<file path="src/rtl/cap_cond_pkg.sv">
package cap_cond_pkg;

  // strobes from control to datapath
  typedef struct packed {
    logic       sampleEn;  // take one filter sample this cycle
    logic       restart;   // filter setting changed: clear run state
    logic [3:0] runLen;    // consecutive samples required
  } ctlStrobes_t;

  typedef struct packed {
    logic       kernelRate; // sample every kernel cycle
    logic [2:0] divLog;     // log2 of divider applied to sampling timebase
    logic [3:0] runLen;
  } fltSetting_t;

  function automatic fltSetting_t decodeFlt(input logic [3:0] code);
    fltSetting_t s;
    s = '{kernelRate: 1'b0, divLog: 3'd0, runLen: 4'd1};
    case (code)
      4'd0:  s = '{1'b0, 3'd0, 4'd1};
      4'd1:  s = '{1'b1, 3'd0, 4'd2};
      4'd2:  s = '{1'b1, 3'd0, 4'd4};
      4'd3:  s = '{1'b1, 3'd0, 4'd8};
      4'd4:  s = '{1'b0, 3'd1, 4'd6};
      4'd5:  s = '{1'b0, 3'd1, 4'd8};
      4'd6:  s = '{1'b0, 3'd2, 4'd6};
      4'd7:  s = '{1'b0, 3'd2, 4'd8};
      4'd8:  s = '{1'b0, 3'd3, 4'd6};
      4'd9:  s = '{1'b0, 3'd3, 4'd8};
      4'd10: s = '{1'b0, 3'd4, 4'd5};
      4'd11: s = '{1'b0, 3'd4, 4'd6};
      4'd12: s = '{1'b0, 3'd4, 4'd8};
      4'd13: s = '{1'b0, 3'd5, 4'd5};
      4'd14: s = '{1'b0, 3'd5, 4'd6};
      default: s = '{1'b0, 3'd5, 4'd8};
    endcase
    return s;
  endfunction

endpackage

</file>
<file path="src/rtl/cap_cond_ctrl.sv">
module cap_cond_ctrl
  import cap_cond_pkg::*;
#(
  parameter int SAMP_RATIO = 1,
  parameter int CODE_W     = 4
) (
  input  logic              clk,
  input  logic              rstN,
  input  logic [CODE_W-1:0] fltCode,
  output ctlStrobes_t       strobes
);

  localparam int MAX_DIV = SAMP_RATIO * 32;
  localparam int DIV_W   = $clog2(MAX_DIV + 1);

  fltSetting_t        setting;
  logic [CODE_W-1:0]  prevCode;
  logic [DIV_W-1:0]   divisor;
  logic [DIV_W-1:0]   divCnt;
  logic               restart;
  logic               tick;

  always_comb begin
    setting = decodeFlt(fltCode);
    if (setting.kernelRate) divisor = DIV_W'(1);
    else                    divisor = DIV_W'(SAMP_RATIO << setting.divLog);
  end

  assign restart = (fltCode != prevCode);
  assign tick    = (divCnt >= divisor - DIV_W'(1));

  always_ff @(posedge clk) begin
    if (!rstN) begin
      prevCode <= '0;
      divCnt   <= '0;
    end else begin
      prevCode <= fltCode;
      if (restart || tick) divCnt <= '0;
      else                 divCnt <= divCnt + DIV_W'(1);
    end
  end

  assign strobes.sampleEn = tick && !restart;
  assign strobes.restart  = restart;
  assign strobes.runLen   = setting.runLen;


  kernel_rate_chk: assert property (@(posedge clk) disable iff (!rstN)
    (setting.kernelRate && !restart) |-> strobes.sampleEn);


  restart_clears_div_chk: assert property (@(posedge clk) disable iff (!rstN)
    restart |=> (divCnt == '0));


  div_bound_chk: assert property (@(posedge clk) disable iff (!rstN)
    (!restart && $stable(fltCode)) |-> (divCnt < divisor));

endmodule

</file>
<file path="src/rtl/cap_cond_datapath.sv">
module cap_cond_datapath
  import cap_cond_pkg::*;
#(
  parameter int PSC_W = 2
) (
  input  logic             clk,
  input  logic             rstN,
  input  logic             rawIn,
  input  logic [PSC_W-1:0] pscCode,
  input  logic             fallEdge,
  input  logic             chanEn,
  input  ctlStrobes_t      strobes,
  output logic             filtOut,
  output logic             capStrobe
);

  localparam int MAX_EDGES = 1 << ((1 << PSC_W) - 1);
  localparam int PCNT_W    = $clog2(MAX_EDGES);

  logic              syncA, syncB;
  logic [3:0]        runCnt;
  logic              filtLevel, prevLevel;
  logic              qualEdge;
  logic [PCNT_W-1:0] pscCnt;
  logic [PCNT_W-1:0] pscTerm;

  // two-flop synchronizer and glitch filter
  always_ff @(posedge clk) begin
    if (!rstN) begin
      syncA     <= 1'b0;
      syncB     <= 1'b0;
      runCnt    <= '0;
      filtLevel <= 1'b0;
    end else begin
      syncA <= rawIn;
      syncB <= syncA;
      if (strobes.restart) begin
        runCnt <= '0;
      end else if (strobes.sampleEn) begin
        if (syncB == filtLevel) begin
          runCnt <= '0;
        end else if (runCnt + 4'd1 >= strobes.runLen) begin
          filtLevel <= syncB;
          runCnt    <= '0;
        end else begin
          runCnt <= runCnt + 4'd1;
        end
      end
    end
  end

  // edge qualification and prescaler
  assign qualEdge = fallEdge ? (prevLevel && !filtLevel) : (!prevLevel && filtLevel);
  assign pscTerm  = PCNT_W'((1 << pscCode) - 1);

  always_ff @(posedge clk) begin
    if (!rstN) begin
      prevLevel <= 1'b0;
      pscCnt    <= '0;
      capStrobe <= 1'b0;
    end else begin
      prevLevel <= filtLevel;
      capStrobe <= 1'b0;
      if (!chanEn) begin
        pscCnt <= '0;
      end else if (qualEdge) begin
        if (pscCnt >= pscTerm) begin
          pscCnt    <= '0;
          capStrobe <= 1'b1;
        end else begin
          pscCnt <= pscCnt + PCNT_W'(1);
        end
      end
    end
  end

  assign filtOut = filtLevel;


  level_needs_sample_chk: assert property (@(posedge clk) disable iff (!rstN)
    !$stable(filtLevel) |-> $past(strobes.sampleEn));


  level_follows_input_chk: assert property (@(posedge clk) disable iff (!rstN)
    !$stable(filtLevel) |-> ($past(syncB) == filtLevel));


  strobe_one_cycle_chk: assert property (@(posedge clk) disable iff (!rstN)
    capStrobe |=> !capStrobe);


  disabled_clears_chk: assert property (@(posedge clk) disable iff (!rstN)
    !chanEn |=> (pscCnt == '0 && !capStrobe));


  strobe_from_edge_chk: assert property (@(posedge clk) disable iff (!rstN)
    capStrobe |-> ($past(chanEn) && $past(fallEdge ? !filtLevel : filtLevel)));

endmodule

</file>
<file path="src/rtl/cap_cond_channel.sv">
module cap_cond_channel
  import cap_cond_pkg::*;
#(
  parameter int SAMP_RATIO = 1,
  parameter int CODE_W     = 4,
  parameter int PSC_W      = 2
) (
  input  logic              clk,
  input  logic              rstN,
  input  logic              rawIn,
  input  logic [CODE_W-1:0] fltCode,
  input  logic [PSC_W-1:0]  pscCode,
  input  logic              fallEdge,
  input  logic              chanEn,
  output logic              filtOut,
  output logic              capStrobe
);

  ctlStrobes_t strobes;

  cap_cond_ctrl #(
    .SAMP_RATIO(SAMP_RATIO),
    .CODE_W    (CODE_W)
  ) uCtrl (
    .clk    (clk),
    .rstN   (rstN),
    .fltCode(fltCode),
    .strobes(strobes)
  );

  cap_cond_datapath #(
    .PSC_W(PSC_W)
  ) uData (
    .clk      (clk),
    .rstN     (rstN),
    .rawIn    (rawIn),
    .pscCode  (pscCode),
    .fallEdge (fallEdge),
    .chanEn   (chanEn),
    .strobes  (strobes),
    .filtOut  (filtOut),
    .capStrobe(capStrobe)
  );

endmodule

</file>
<file path="config.mk">
export PLATFORM = sky130hd
export DESIGN_NAME = cap_cond_channel
export DESIGN_NICKNAME = d
export VERILOG_FILES = /design/src/rtl/cap_cond_pkg.sv /design/src/rtl/cap_cond_ctrl.sv /design/src/rtl/cap_cond_datapath.sv /design/src/rtl/cap_cond_channel.sv
export SDC_FILE = /design/constraint.sdc
export NUM_CORES = 1
export LEC_CHECK = 0
export ABC_AREA = 1
export BUFFER_PORTS_ARGS = -buffer_cell sky130_fd_sc_hd__buf_2
export CELL_PAD_IN_SITES_DETAIL_PLACEMENT = 0
export CELL_PAD_IN_SITES_GLOBAL_PLACEMENT = 1
export CORE_UTILIZATION = 37
export DETAILED_ROUTE_END_ITERATION = 16
export PLACE_DENSITY = 0.76
export SLEW_MARGIN = 10
export SYNTH_ARGS = -nofsm -noshare
export SYNTH_HDL_FRONTEND = slang
export SYNTH_SLANG_ARGS = --single-unit
export TNS_END_PERCENT = 20
</file>
<file path="constraint.sdc">
create_clock -name clk -period 5 [get_ports clk]
set_input_delay 0.75 -clock clk [delete_from_list [all_inputs] [get_ports clk]]
set_output_delay 0.75 -clock clk [all_outputs]
set_load 0.02 [all_outputs]
</file>
* Word-level counts from Yosys, hierarchy flattened
Memories as Yosys holds them, arrays and structs flattened.
Cells that the tools add are included.
** Operators by class
- Bitwise logic cells :: 3
- Eq/ne operators :: 2
- Add/sub/neg operators :: 5
- Mux-type cells :: 6
- Reductions and logical operators :: 12
- Order comparisons :: 3
- Shifts and indexed selects :: 2
** Operators with widths (count)
- $mux 4 :: 2
- $add 6x1->6 const B :: 1
- $ge 6x6->1 :: 1
- $mux 6 :: 1
- $shl 1x3->6 const A :: 1
- $sub 6x1->6 const B :: 1
- $add 4x1->4 const B :: 1
- $ge 4x4->1 :: 1
- $ne 4x4->1 :: 1
- $reduce_and 4->1 :: 1
- $reduce_or 2->1 :: 2
- $add 3x1->3 const B :: 1
- $ge 3x3->1 :: 1
- $logic_and 1x1->1 :: 3
- $logic_not 1->1 :: 3
- $mux 3 :: 1
- $not 1->1 :: 3
- $reduce_and 3->1 :: 1
- $shl 1x2->3 const A :: 1
- $sub 3x2->3 const B :: 1
- $mux 1 :: 2
- $reduce_and 2->1 :: 1
- $eq 1x1->1 :: 1
- $logic_or 1x1->1 :: 1
** Word-level totals
- Memories kept :: 1
- Word-level logic and storage cells :: 43
- Memory bits (read-only) :: 128
- Bits in registers :: 22
- Bits of input ports :: 11
** Memories
- (name not given) :: words 16, width 8, rd ports 1, clocked after memory_dff 0, write ports 0, RTL line cap_cond_pkg.sv:19 : case (code)

* Logic depth before layout (Yosys ltp)
Gate-level depths: netlist of run 1.
An unclocked memory read counts as a cell.
- Depth after elaboration :: 7
- Depth in mapped cells :: 16

* Modules after synthesis
Synthesis of run 1 repeated with hierarchy kept, for this count alone.
** Unflattened totals
- Cells, all modules :: 245
- Area, all modules :: 1675.4 um^2
** Modules (own cells, without submodules)
- cap_cond_ctrl :: area each 910.9 um^2, cells an instance 133, instances 1
- cap_cond_datapath :: area each 764.5 um^2, cells an instance 112, instances 1

* Least setup slack after synthesis of run 1
OpenSTA, ideal clock, no wires.
- Path type :: in2reg
- Start point :: input fltCode[2]
- End point :: register uData.filtLevel, in the netlist uData.filtOut
- Buffers on the path :: 2
- Data required time :: 4890 ps
- Slack :: 2458 ps
- Stages :: 16
- Arrival time :: 2432 ps
- Setup time :: 110 ps
- Cells stage by stage :: buf_2 nor2_1 inv_1 ha_1 nand2_1 xnor2_1 ha_1 nand2_1 inv_1 a21oi_1 nand2_1 buf_4 nand3_1 nand2_1 inv_1 nor2_1
** Between the ends
- Cells in the longest elaborated chain, start to end :: 7
- Elaborated cells on any way between the ends :: 11
- Classes of those cells :: add/sub (1); order compare (2); eq/ne (1); shift (1); mux (1); bitwise (1); reduce/logical (3); memory (1)
** RTL lines
- from (decl) :: RTL line cap_cond_channel.sv:11 : input logic [CODE_W-1:0] fltCode,
- $mem_v2 16x8
- $shl 1x3->6 :: RTL line cap_cond_ctrl.sv:26 : else divisor = DIV_W'(SAMP_RATIO << setting.divLog);
- $mux 6 :: RTL line cap_cond_ctrl.sv:25 : if (setting.kernelRate) divisor = DIV_W'(1);
- $sub 6x1->6 :: RTL line cap_cond_ctrl.sv:30 : assign tick = (divCnt >= divisor - DIV_W'(1));
- $ge 6x6->1 :: RTL line cap_cond_ctrl.sv:30
- $logic_and 1x1->1 :: RTL line cap_cond_ctrl.sv:43 : assign strobes.sampleEn = tick && !restart;
- $reduce_and 4->1 (no line) (*)
- to (signal assigned) :: RTL line cap_cond_datapath.sv:43 : filtLevel <= syncB;
- to (decl) :: RTL line cap_cond_datapath.sv:22 : logic filtLevel, prevLevel;
Every way passes the cells marked *; elsewhere a longest branch is shown, timed or not.
A chain may end at the register's enable or synchronous reset.

* Worst setup path in the final report of run 1
- Start point :: input fltCode[2]
- End point :: register uData.runCnt[0]
** Between the ends
- Cells in the longest elaborated chain, start to end :: 6
- Elaborated cells on any way between the ends :: 12
- Classes of those cells :: add/sub (1); order compare (2); eq/ne (1); shift (1); mux (3); reduce/logical (3); memory (1)
** RTL lines
- $mem_v2 16x8
- $shl 1x3->6 :: RTL line cap_cond_ctrl.sv:26
- $mux 6 :: RTL line cap_cond_ctrl.sv:25
- $sub 6x1->6 :: RTL line cap_cond_ctrl.sv:30
- $ge 6x6->1 :: RTL line cap_cond_ctrl.sv:30
- $logic_and 1x1->1 :: RTL line cap_cond_ctrl.sv:43
- to (signal assigned) :: RTL line cap_cond_datapath.sv:46 : runCnt <= runCnt + 4'd1;
- to (decl) :: RTL line cap_cond_datapath.sv:21 : logic [3:0] runCnt;
Several ways; a longest one is shown, not always the timed one.

==> results.md, run 1 <==
- Remaining global-route overflow: 0
- Mean Syn Cell Area: 7.08 um2
- # hold bufs at CTS: 0
- Slew HR: 71.7%
- CP Launch Type: input pin
- Core ar.: 4090 um2
- Area of the die: 4590 um2
- Initial Util: 39.1%
- Area of the multi-input gates: 970 um2
- RSZ-0062 raised after global routing: false
- Total CTS buffers: 3
- DR pass1 iterations: 4
- Die Ht: 67.7 um
- Remaining antenna violation count: 0
- Most frequent cells in the layout: 56 x nand2_1, 40 x inv_1, 23 x nor2_1
- Clk network pwr share: 40.7%
- Setup violators final: 0
- Fin area: 1760 um2
- Post-CTS setup buffers: 0
- Gate power share: 14.7%
- Syn nets: 259
- Sw Pwr: 94.5 uW
- Vias in the first global route: 1082
- Min cycle time layout: 2.81 ns
- Initial antenna violation count: 0
- Synth Register Bits: 22
- Slew Limit Fails: 0
- CTS tree: done
- Cell Pwr Density: 228 nW/um2
- Site Rows: 23
- Max Freq: 0.357 GHz
- CTS clock-pin slew for the worst setup and hold paths: 0.08 ns
- CP Capture Type: flop
- Layout cells sized above 1: 12.2%
- Largest net degree at the start of global routing: 14
- Crit path max fanout: 12
- GRT Overall Usage: 13.8%
- CP most frequent cell: nand2_1
- Overall routed net length: 2.77 mm
- Most common cell after layout, fill and taps aside: nand2_1
- Critical Path Max Stage Delay: 0.37 ns
- Sequential share of the synthesized area: 27.5%
- Fillers: 450
- Die W: 67.7 um
- Via density: 4.40
- Clk Latency, worst-skew pair: 0.26 ns
- Placer's final routability congestion estimate: 0.772
- Area after DPL: 1690 um2
- # DRC: 0
- Maxcap violations: 0
- Peak VDD IR: 127 uV
- Class of the worst hold path: reg -> reg
- Outcome: finished, final reports clean
- WL per Instance: 9.63 um
- Routed vias: 1268
- WS Path Type: in -> reg
- Diodes inserted: 0
- CTS Sinks: 22
- Worst path cell trace: buf_2 > inv_1 > nor3_1 > nor2_1 > nand2_1 > xnor2_1 > ha_1 > nand2_1 > inv_1 > a21oi_1 > nand2_1 > or2_2 > o21ai_1 > nor2_1
- Nets@finish: 272
- Sw Ratio: 23.5%
- Crit-path slowest cell: nor3_1
- Critical path required time: 5.16 ns
- Distinct cells, synth: 27
- DP Worst Slack: 1.89 ns
- Cells after Synth: 226
- I/O pin count: 13
- First-pass GRT wire length: 4.69 mm
- Clock Tree Root: clkbuf_8
- Tightest Pin Transition: 0.423 ns
- Mapped Area: 1600 um2
- # resized after CTS: 0
- Setup TNS: 0 ns
- Arrival @ worst endpoint: 2.97 ns
- Part of the power in registers: 44.6%
- Final hold violations: 0
- Post-detail-place hpwl: 2.26 mm
- Port buffer count: 12
- Period utilisation layout: 56.1%
- Maximum buffer depth of the clock tree: 2
- P_leak: 0.942 nW
- DRT iter0 DRCs: 21
- Synthesis Warnings: 0
- Area delta synth->final: 10.3%
- Fin Clk Skew: 0.00540 ns
- Sequential cell area: 440 um2
- Pint: 308 uW
- CTS H-tree depth: 1
- Slack of the critical path: 2.19 ns
[synthesized netlist by cell type, drive strengths merged]
cell type	n	area share, %
nor3	8	2.5
o21ai	5	1.6
nand4	2	1.7
dfxtp	22	28
nand2	59	15
buf	4	1.8
xor2	4	2.2
inv	42	10
ha	22	17
mux2i	1	0.63
a211oi	1	0.78
a21oi	8	2.5
a221oi	1	0.55
xnor2	6	3.3
or2	4	1.6
nor2	24	6.7
nand3	12	3.8
nor3b	1	0.78
[power by group through the flow]
stage / clock (mW) / sequential, mW / combinational, mW
detailed placement: 0 / 0.184 / 0.0595
global route: 0.176 / 0.180 / 0.0678
CTS: 0.170 / 0.179 / 0.0598
finish: 0.164 / 0.179 / 0.0589
global placement: 0 / 0.184 / 0.0593
floorplan: 0 / 0.183 / 0.0467
[state kept, by name (all words and copies together) (netlist names)]
signal           cells
uCtrl.divCnt         6
uData.syncA          1
uData.syncB          1
uData.capStrobe      1
uCtrl.prevCode       4
uData.filtOut        1
uData.prevLevel      1
uData.runCnt         4
uData.pscCnt         3
[final timing paths]
check                                  endpoint            start  depth (start not counted)  slack [ns]
worst max-delay path            uData.runCnt[0]       fltCode[2]                         14        2.19
worst min-delay path                uData.syncB      uData.syncA                          2        0.42
worst max register to register    uData.filtOut  uData.runCnt[0]                         12        3.18
worst min register to register      uData.syncB      uData.syncA                          2        0.42
[worst max-delay path: cells and delay by family]
kind,cells,cell delay (ns)
fa+ha+maj,1,0.25
xor+xnor,1,0.12
simple gates,7,1.29
compound gates,2,0.21
buf+inv,3,0.36
[through the flow]
step	hold WS [ns]	util, %	cells	total power, mW
finish	0.417	43.2	288	0.402
global route	0.438	43.2	288	0.424
CTS	0.423	43.2	288	0.409
detailed placement	0.402	41.4	284	0.243
global placement	0.395	41.4	284	0.243
floorplan	0.390	-	226	0.230
[final cells by class]
class	count	share of cell area, %
well taps	50	3.55
inverters	42	9.08
repair buffers	12	3.40
multi-input cells	158	55.0
clock buffers	3	2.34
clock inverters	1	1.70
flip-flops and latches	22	25.0
[per-layer routing]
metal	share of wire [%]	track usage (%)
met1	52	17.2
met2	44	22.3
met5	0	0
met4	1.5	4.79
met3	2.3	4.05
[kinds of logic (layout without fill, tap and decap cells)]
group | after synthesis | in the layout | share of synthesized area [%]
buffers and inverters | 46 | 58 | 11.8
xor gates and xnor gates | 10 | 10 | 5.48
adders and majority gates | 22 | 22 | 17.2
and+or+nand+nor | 110 | 110 | 31.9
muxes | 1 | 1 | 0.626
DFF | 22 | 22 | 27.5
AOI/OAI and AO/OA | 15 | 15 | 5.40
(Power assumes the default switching activity.)
==> inputs of run 2 (changes only) <==
Settings changed: ABC_AREA 1 to 0, PLACE_DENSITY 0.76 to 0.74.
Clock period 5 ns to 2.9 ns, I/O delays scaled along.
==> run 2 against run 1 <==
Sequential share of layout area grew 2.1 points. Critical path type unchanged. Critical endpoint is now uData.runCnt[2]. Global-route usage down 0.23 points. Largest cell class unchanged. Sequential power increased by 73%.
==> results.md, run 2 <==
- Area of the multi-input gates: 946 um2 (-2.5%)
- Tightest Pin Transition: 0.353 ns (-0.0699 ns)
- Min cycle time layout: 2.47 ns
- Min-Delay Startpoint: rawIn
- Crit path launch: fltCode[0]
- Period utilisation layout: 85.2%
- Vias in the first global route: 993 (-8.2%)
- Initial Util: 39.1% (-0.053 points)
- Sequential cell area: 440 um2 (unchanged)
- WL per Instance: 11.1 um (+15%)
- Area after DPL: 1560 um2 (-7.9%)
- Die Ht: 64.4 um (-4.9%)
- Die W: 64.4 um (-4.9%)
- Total Power: 682 uW (+70%)
- CTS Sinks: 22 (unchanged)
- WS Path Type: in -> reg
- Area delta synth->final: 13.1%
- Via density: 4.90 (+11%)
- Post-CTS setup buffers: 0 (unchanged)
- Synth Register Bits: 22 (unchanged)
- Syn nets: 192 (-26%)
- DRT iter0 DRCs: 76 (+260%)
- Peak VDD IR: 143 uV (+13%)
- Async SR Flop Fraction: 0% (unchanged)
- DR top layer: met4
- First-pass GRT wire length: 4.39 mm (-6.3%)
- Max Freq: 0.405 GHz
- Maxcap violations: 0 (unchanged)
- Core ar.: 3690 um2 (-9.7%)
- Placer's final routability congestion estimate: 0.746 (-3.3%)
- Fin Clk Skew: 0.00490 ns (-0.000503 ns)
- Top flop regs: uCtrl.divCnt: 6 flops, uCtrl.prevCode: 4 flops, uData.runCnt: 4 flops
- CTS H-tree depth: 1 (unchanged)
- Metal2 WL: 1.08 mm (-11%)
- P_leak: 0.725 nW (-23%)
- Overall routed net length: 2.45 mm (-12%)
- Area of the die: 4150 um2 (-9.6%)
- Initial antenna violation count: 0 (unchanged)
- # hold bufs at CTS: 0 (unchanged)
- Routed vias: 1084 (-15%)
- Biggest register: uCtrl.divCnt
- Final hold violations: 0 (unchanged)
- Largest cells by area after synthesis: dfxtp_1 31%, ha_1 19%, xor2_1 6.1%
- Outcome: finished, final reports clean
- DP Worst Slack: 0.123 ns (-1.77 ns)
- Met3 WL post-DR: 53 um (-18%)
- Critical path required time: 3.10 ns (-2.06 ns)
- Setup TNS: 0 ns (unchanged)
- CP Capture Type: flop
- Synthesis Warnings: 0 (unchanged)
- I/O pin count: 13 (unchanged)
- Total CTS buffers: 3 (unchanged)
- Arrival @ worst endpoint: 2.67 ns (-0.30 ns)
- Top cells by count, synth: 22 x dfxtp_1, 22 x ha_1, 12 x nand2_1
- Clk Latency, worst-skew pair: 0.26 ns (about the same)
- Site Rows: 22 (-4.3%)
- Final Core Density: 44.2% (+1.0 points)
- Crit path max fanout: 8 (-4)
- Distinct cells, synth: 40 (+48%)
- Setup violators final: 0 (unchanged)
- Post-detail-place hpwl: 1.95 mm (-14%)
- Clock Tree Root: clkbuf_8
- Most frequent cells in the layout: 22 x ha_1, 22 x dfxtp_1, 12 x nand2_1, 12 x buf_2
- Remaining global-route overflow: 0 (unchanged)
- Mapped Area: 1440 um2 (-9.9%)
- Mean Syn Cell Area: 9.07 um2 (+28%)
- Largest net degree at the start of global routing: 16 (+2)
- DR pass1 iterations: 4 (unchanged)
- Layout cells sized above 1: 17.3% (+5.2 points)
- Critical register-to-register path startpoint: uData.runCnt[0]
- EDFF count, synth: 0 (unchanged)
- # DRC: 0 (unchanged)
- Class of the worst hold path: in -> reg
- Slew HR: 76.5% (+4.7 points)
- GRT Overall Usage: 13.6% (-0.23 points)
- Maximum buffer depth of the clock tree: 2 (unchanged)
- CTS clock-pin slew for the worst setup and hold paths: 0.08 ns (about the same)
- Nets@finish: 207 (-24%)
- Fin area: 1630 um2 (-7.6%)
- CP Launch Type: input pin
- RSZ-0062 raised after global routing: false
- Routed metal-1 wire length: 1.28 mm (-12%)
- Cells after Synth: 159 (-30%)
- Most area-hungry cell type in the Yosys netlist: dfxtp_1
- Cell Pwr Density: 418 nW/um2 (+84%)
- Slew Limit Fails: 0 (unchanged)
- Slack of the critical path: 0.429 ns (-1.77 ns)
- Port buffer count: 12 (unchanged)
- Sequential share of the synthesized area: 30.6% (+3.0 points)
- Diodes inserted: 0 (unchanged)
- # resized after CTS: 0 (unchanged)
- Fillers: 378 (-16%)
- Yosys top cell area share: 30.6% (+3.0 points)
- Ys flop type: dfxtp_1
- CTS tree: done
- Max reg flops: 6 (unchanged)
- Remaining antenna violation count: 0 (unchanged)
## run 2: cell types whose count changed after synthesis, sizes merged, moves of 3 or more
cell    change
clkbuf      +3
inv        -32
nand3       -8
nor3        -7
nor2       -12
buf         -3
nand2b      +5
xor2        +6
a32o        +3
nand2      -46
and2        +7
## run 2: layer usage
layer / global-route usage (%) / up-vias
met5: 0 / -
met4: 5.83 / 0
met3: 2.11 / 4
met2: 21.3 / 10
met1: 18.3 / 491
li1: - / 579
## run 2: power breakdown
part / leakage (nW) / switching, mW / internal, mW
clock network: 0.0357 / 0.101 / 0.184
logic: 0.510 / 0.0494 / 0.0382
registers: 0.179 / 0.00209 / 0.306
## run 2: critical path: stages
cell and delay (ns):
buf_2 0.17, inv_1 0.10, ha_1 0.23, mux2_2 0.26, nand2_1 0.06, o21ai_0 0.08, ha_1 0.29, nand2b_1 0.14
a2111o_1 0.46, a21oi_4 0.19, nand4_1 0.11, a21oi_1 0.14
## run 2: cell families after synthesis
kind of cell             count (synthesis)  synth area share (%)
adder cells (fa/ha/maj)                 22                  19.1
buffers and inverters                   14                  3.82
flip-flops                              22                  30.6
XOR/XNOR                                15                  9.11
AND/OR/NAND/NOR                         54                  21.2
AO/OA/AOI/OAI                           28                  13.4
multiplexers                             4                  2.86
## run 2: final cells by class
class / count / area share [%]
clock buffer: 3 / 2.53
clock inverter: 1 / 1.84
inverter: 10 / 2.30
multi-input combinational: 123 / 58.0
sequential: 22 / 27.0
tap: 48 / 3.68
timing repair buffer: 14 / 4.60
## run 2: path summary, 6_finish.rpt
| path | slack (ns) | to | depth (start not counted) |
|---|---|---|---|
| max | 0.43 | uData.runCnt[2] | 12 |
| min | 0.37 | uData.syncA | 2 |
| max reg2reg | 0.98 | uData.runCnt[2] | 6 |
| min reg2reg | 0.45 | uData.syncB | 1 |
## run 2: metrics by stage
step	hold slack, ns	cells
final	0.371	221
after global routing	0.365	221
after CTS	0.363	221
after detailed placement	0.426	217
after global placement	0.418	217
after floorplan	0.412	159
